### config.mk
export PLATFORM = sky130hd
export DESIGN_NAME = link_speed_seq
export DESIGN_NICKNAME = d
export VERILOG_FILES = /design/src/rtl/lss_pkg.sv /design/src/rtl/lss_timer.sv /design/src/rtl/link_speed_seq.sv
export SDC_FILE = /design/constraint.sdc
export NUM_CORES = 1
export LEC_CHECK = 0
export ABC_AREA = 1
export CAP_MARGIN = 0
export CORE_AREA = 2 2 97 71
export CTS_BUF_LIST = sky130_fd_sc_hd__clkbuf_8
export CTS_CLUSTER_SIZE = 28
export DETAILED_ROUTE_END_ITERATION = 8
export DIE_AREA = 0 0 99 73
export GPL_ROUTABILITY_DRIVEN = 0
export PLACE_DENSITY = 0.67
export SKIP_LAST_GASP = 1
export SLEW_MARGIN = 20
export SYNTH_ARGS = -nofsm -noshare
export SYNTH_HDL_FRONTEND = slang
export SYNTH_SLANG_ARGS = --single-unit
### constraint.sdc
create_clock -name clk -period 2 [get_ports clk]
set_input_delay 0.6 -clock clk [delete_from_list [all_inputs] [get_ports clk]]
set_output_delay 0.6 -clock clk [all_outputs]
set_load 0.01 [all_outputs]
### src/rtl/lss_pkg.sv
package lss_pkg;
    typedef enum logic [3:0] {
        S_IDLE,
        S_CAP,
        S_TRAIN,
        S_RAISE,
        S_KICK,
        S_GAP,
        S_POLL,
        S_CONFIRM,
        S_DONE,
        S_RXRST
    } lss_state_t;

    localparam logic [3:0] SPD_CODE_G1 = 4'h1;
    localparam logic [3:0] SPD_CODE_G2 = 4'h2;
endpackage

### src/rtl/lss_timer.sv
module lss_timer #(
    parameter int W = 8
) (
    input  logic         clk,
    input  logic         rst_n,
    input  logic         ld,
    input  logic [W-1:0] ld_val,
    input  logic         dec,
    output logic         zero
);
    logic [W-1:0] cnt;

    always_ff @(posedge clk) begin
        if (!rst_n) begin
            cnt <= '0;
        end else if (ld) begin
            cnt <= ld_val;
        end else if (dec && (cnt != '0)) begin
            cnt <= cnt - 1'b1;
        end
    end

    assign zero = (cnt == '0);
endmodule

### src/rtl/link_speed_seq.sv
module link_speed_seq
    import lss_pkg::*;
#(
    parameter int LINK_TO  = 1000,
    parameter int POLL_GAP = 100,
    parameter int POLL_MAX = 200,
    parameter int HOLD_CYC = 250000,
    parameter int SPD_W    = 4,
    parameter int SPD_LSB  = 16,
    parameter int STAT_W   = 32
) (
    input  logic              clk,
    input  logic              rst_n,
    input  logic              start_i,
    input  logic              target_gen2_i,
    input  logic              link_up_i,
    input  logic              in_training_i,
    input  logic              spd_chg_bit_i,
    input  logic [STAT_W-1:0] link_stat_i,
    output logic [SPD_W-1:0]  max_speed_o,
    output logic              train_en_o,
    output logic              spd_chg_set_o,
    output logic              rx_data_ovr_o,
    output logic              rx_pll_ovr_o,
    output logic              done_o,
    output logic              fail_o,
    output logic [SPD_W-1:0]  final_speed_o
);
    localparam int T_A  = (LINK_TO > POLL_GAP) ? LINK_TO : POLL_GAP;
    localparam int T_MX = (T_A > HOLD_CYC) ? T_A : HOLD_CYC;
    localparam int TW   = $clog2(T_MX + 1);
    localparam int PW   = $clog2(POLL_MAX + 1);

    lss_state_t st, nx;
    logic       link_ok;
    logic       t_ld, t_dec, t_zero;
    logic [TW-1:0] t_val;
    logic       p_ld, p_dec, p_zero;
    logic       ovr_q;
    logic       stat_unused;

    assign link_ok     = link_up_i && !in_training_i;
    assign stat_unused = ^{link_stat_i};

    // Next-state logic
    always_comb begin
        nx = st;
        if (start_i) begin
            nx = S_CAP;
        end else begin
            unique case (st)
                S_IDLE:    nx = S_IDLE;
                S_CAP:     nx = S_TRAIN;
                S_TRAIN: begin
                    if (link_ok)     nx = target_gen2_i ? S_RAISE : S_KICK;
                    else if (t_zero) nx = S_RXRST;
                end
                S_RAISE:   nx = S_KICK;
                S_KICK:    nx = S_GAP;
                S_GAP:     if (t_zero) nx = S_POLL;
                S_POLL: begin
                    if (!spd_chg_bit_i) nx = S_CONFIRM;
                    else if (p_zero)    nx = S_RXRST;
                    else                nx = S_GAP;
                end
                S_CONFIRM: begin
                    if (link_ok)     nx = S_DONE;
                    else if (t_zero) nx = S_RXRST;
                end
                S_DONE:    nx = S_IDLE;
                S_RXRST:   if (t_zero) nx = S_IDLE;
                default:   nx = S_IDLE;
            endcase
        end
    end

    // State register
    always_ff @(posedge clk) begin
        if (!rst_n) st <= S_IDLE;
        else        st <= nx;
    end

    // Shared wait timer: reloaded on every state entry
    always_comb begin
        t_ld  = (nx != st);
        t_dec = !t_ld;
        unique case (nx)
            S_TRAIN, S_CONFIRM: t_val = TW'(LINK_TO - 1);
            S_GAP:              t_val = TW'(POLL_GAP - 1);
            S_RXRST:            t_val = TW'(HOLD_CYC - 1);
            default:            t_val = '0;
        endcase
    end

    lss_timer #(.W(TW)) u_wait (
        .clk    (clk),
        .rst_n  (rst_n),
        .ld     (t_ld),
        .ld_val (t_val),
        .dec    (t_dec),
        .zero   (t_zero)
    );

    // Poll budget: loaded at the request, spent on each busy sample
    assign p_ld  = (nx == S_KICK);
    assign p_dec = (st == S_POLL) && (nx == S_GAP);

    lss_timer #(.W(PW)) u_polls (
        .clk    (clk),
        .rst_n  (rst_n),
        .ld     (p_ld),
        .ld_val (PW'(POLL_MAX - 1)),
        .dec    (p_dec),
        .zero   (p_zero)
    );

    // Output registers, aligned with the state they belong to
    always_ff @(posedge clk) begin
        if (!rst_n) begin
            max_speed_o   <= SPD_W'(SPD_CODE_G1);
            train_en_o    <= 1'b0;
            spd_chg_set_o <= 1'b0;
            ovr_q         <= 1'b0;
            done_o        <= 1'b0;
            fail_o        <= 1'b0;
            final_speed_o <= '0;
        end else begin
            spd_chg_set_o <= (nx == S_KICK);
            ovr_q         <= (nx == S_RXRST);
            done_o        <= (nx == S_DONE);
            if (nx == S_CAP) begin
                max_speed_o <= SPD_W'(SPD_CODE_G1);
                train_en_o  <= 1'b0;
                fail_o      <= 1'b0;
            end
            if (nx == S_TRAIN) train_en_o  <= 1'b1;
            if (nx == S_RAISE) max_speed_o <= SPD_W'(SPD_CODE_G2);
            if (nx == S_RXRST) fail_o      <= 1'b1;
            if (nx == S_DONE)  final_speed_o <= link_stat_i[SPD_LSB +: SPD_W];
        end
    end

    assign rx_data_ovr_o = ovr_q;
    assign rx_pll_ovr_o  = ovr_q;
endmodule

==> results.txt <==
For the setup slack after layout, the log shows -248 ps. The internal power of the cells totals 3.20 mW. Final count of negative-setup-slack endpoints: 31.

The number of endpoints with negative hold slack in the final report was 0; the share of the cycle needed by the critical path after routing was 112%. The proportion of layout cells with a drive suffix above 1 came out at 46.8%. In this run the static leakage power is 1.90 nW.

The number of instances in the synthesized netlist was 345; the largest vdd supply drop was 0.000808 V. Buffers placed on the I/O ports in this run total 22. The height of the chip is 73 microns, and the global-route wire length before repair is 11.5 mm. Combinational logic is responsible for 67.9% of the overall power.

The longest individual stage delay on the worst path came out at 320 ps. The via count of the first global-routing pass was 2459; the number of nets with antenna violations after routing was 0. The post-route DRC violation count is 0, and the number of placement rows is 25.

In this run the biggest area consumer among cell types represents 33.6% of the synthesized area. The number of buffer and inverter instances along the worst setup path came out at 1. The worst setup path is captured at a register. The run finished, with violations left. The kind of cell adding the most delay to the critical path was simple AND/OR/NAND/NOR gates.

In this run the number of H-tree levels came out at 2. Entering global routing, the biggest net connects 14 pins. The count of hold buffers inserted by post-cts repair was 0; the horizontal extent of the die was 99 microns. Using the TritonRoute via totals, the vias-per-cell ratio works out to 5.04. In the final routed layout, each cell accounts on average for 14.3 microns. The number of inserted diodes is 0, and the timing-limited maximum frequency is 0.445 GHz. Averaged over all synthesized cells, the footprint is 7.09 sq um.

The run gives 0 as the remaining global-route overflow. CTS placed an instance of sky130_fd_sc_hd__clkbuf_8 at the clock tree root. For the worst setup path, the data required time is 2190 ps. For this block, the initial DRC count from the detailed router was 283.

The logs give 2 for the number of buffers on the longest clock path and 290 ps for the clock latency on the worst-skew pair. In this run the power density over the cells is 1390 nW/um^2. Counting flops and latches in the post-synthesis netlist gives 41. The tools report the synthesis warning total as 0.

The most frequent standard cell in the layout excluding fill and tap cells is sky130_fd_sc_hd__buf_4. The max-slew violation total from the final report is 0. The library cells used most frequently in the layout, excluding fill and tap cells, are sky130_fd_sc_hd__buf_4, sky130_fd_sc_hd__nand2_1, sky130_fd_sc_hd__nor2_1, sky130_fd_sc_hd__dfxtp_1, sky130_fd_sc_hd__nand2_2.

Setup repair after global routing could not meet its margin everywhere. The starting density of the core is 38.1%. The clock network accounts for 12.0% of the total power. The cell taking the most area after synthesis was sky130_fd_sc_hd__dfxtp_1.

The cell with the largest stage delay on the worst path is sky130_fd_sc_hd__dfxtp_1. The logs give 36 for the number of distinct library cell variants in the gate-level netlist after synthesis and 5 for the TritonCTS buffer count. The post-synthesis instance area came out at 2440 sq um.

The startpoint class of the critical path was a register. The worst min-delay path startpoint is max_speed_o[0]. TritonCTS built the clock tree.

The arrival time at the worst endpoint is 2440 ps. The core region is 6410 sq um. The worst slack on hold paths is 463 ps. For the first-pass iteration count of the detailed router, the log shows 6. The startpoint of the most critical register-to-register path was u_wait.cnt[6].

For this design the top-level I/O count stands at 53. The initial antenna violation count came out at 0. Detailed routing inserted a total of 2788 vias. The routed design could run at a clock period as short as 2250 ps. The tools report the sink count of the clock tree as 41. The max capacitance violation total was 0. The fraction of power spent switching nets works out to 42.5%. The kind of critical path is register to register. Summed over all nets, the switching power comes to 2.36 mW. The logs give 62.4% for the final core area utilization and 513 for the final-stage net count. The logs give 19.8% for the total global routing track utilization and 7230 sq um for the floorplan die area.

The final reports fail on negative setup slack. By area the synthesized netlist is led by sky130_fd_sc_hd__dfxtp_1, sky130_fd_sc_hd__nand2_1, sky130_fd_sc_hd__nor2_1. The signed area change from the synthesized netlist to the final layout was 63.6%. The clock-pin slew on the worst setup and hold paths was 80 ps. Walking the worst path, the cells encountered are nor2_2, nand2_2, nor2_4, nand3_4, buf_6, nand2_4, nand2_1, nand2_2, nand2_4, nand2_4, nand2_4, nor2_8, nand3_4, nand2_4, nand2_1, nand2_1, nor2_2. Tracing the worst setup path back leads to its startpoint at u_wait.cnt[6]. The path type of the worst min-delay path was register to register.

Across the routed clock network, the largest skew measured is 8.03 ps. Summed over all nets, the half-perimeter wirelength after detailed placement is 5.07 mm. After synthesis, flip-flops and latches occupy 33.6% of the total area.

The run gives 20.1% as the sequential cell fraction of total power. Wires add up to 7.89 mm. In this run the worst path has a maximum fanout of 7.

The most common cell type on the critical path was sky130_fd_sc_hd__nand2_4.
[layout make-up]
type | count | area (sq um)
Sequential cell | 41 | 826
Inverter | 30 | 123
Clock inverter | 3 | 42.5
Tap cell | 81 | 101
Clock buffer | 5 | 68.8
Multi-Input combinational cell | 266 | 1800
Timing Repair Buffer | 127 | 1040
Fill cell | 501 | 2410
[path summary, 6_finish.rpt]
path,endpoint,slack [ps],cells past startpoint
max,u_wait.cnt[3],-250,17
min reg2reg,max_speed_o[0],460,2
min,max_speed_o[0],460,2
max reg2reg,u_wait.cnt[3],-250,17
[synthesized netlist by cell type, drive strengths merged]
cell type  number
nor2           60
xnor2          12
nor4            7
ha              3
a31oi           1
o21ai          13
or2             6
dfxtp          41
nand2          87
a21oi          22
nor3            4
inv            29
conb            1
nand3          27
nand4          10
clkbuf          3
xor2           11
buf             6
nand3b          1
clkinv          1
[flip-flops by register name, indices dropped and copies added (netlist names)]
register,cells
done_o,1
u_wait.cnt,18
train_en_o,1
fail_o,1
u_polls.cnt,8
st,4
rx_data_ovr_o,1
spd_chg_set_o,1
max_speed_o,2
final_speed_o,4
[per-layer routing]
metal | up-vias | track usage (%) | routed length [microns]
met5 | - | 0 | 0
met2 | 110 | 31.5 | 3670
met4 | 0 | 3.50 | 72
li1 | 1374 | - | -
met3 | 12 | 3.54 | 463
met1 | 1292 | 28.4 | 3680
[worst reg2reg max path: cells and delay by family (launching register included)]
family / cells / cell delay, ps
buf+inv: 1 / 150
flops: 1 / 320
simple gates: 16 / 1680
[power groups by stage]
stage                     Clock [mW]  Combinational, mW  Sequential (mW)
after floorplan                    0               1.78             1.13
after global placement             0               2.88             1.10
after detailed placement           0               2.92             1.11
after CTS                      0.677               3.33             1.10
after global routing           0.708               4.00             1.14
final                          0.666               3.78             1.12
[metrics by stage]
| step | instance area [sq um] | power, mW | TNS [ps] | std cells | setup WS, ps |
|---|---|---|---|---|---|
| 3_3_place_gp | 3380 | 3.98 | -17250 | 525 | -557 |
| 3_5_place_dp | 3380 | 4.03 | -18620 | 525 | -611 |
| 2_1_floorplan | 2480 | 2.91 | -17.4 | 346 | -8.69 |
| 4_1_cts | 3800 | 5.10 | -3100 | 547 | -160 |
| 5_1_grt | 4000 | 5.85 | -8570 | 553 | -370 |
| 6_report | 4000 | 5.56 | -4290 | 553 | -248 |
[what timing repair did]
action                     CTS  global route
pin swaps                   37            36
gates resized for setup     66            43
setup buffers               14             6
setup endpoints to repair   33            36
[logic make-up after synthesis]
group,after synthesis,share of synthesized area [%]
AOI/OAI and AO/OA,36,8.19
other,1,0.153
DFF,41,33.6
xor gates and xnor gates,23,8.24
buffers and inverters,39,7.11
adders and majority gates,3,1.54
and+or+nand+nor,202,41.2
(Power assumes the default switching activity.)
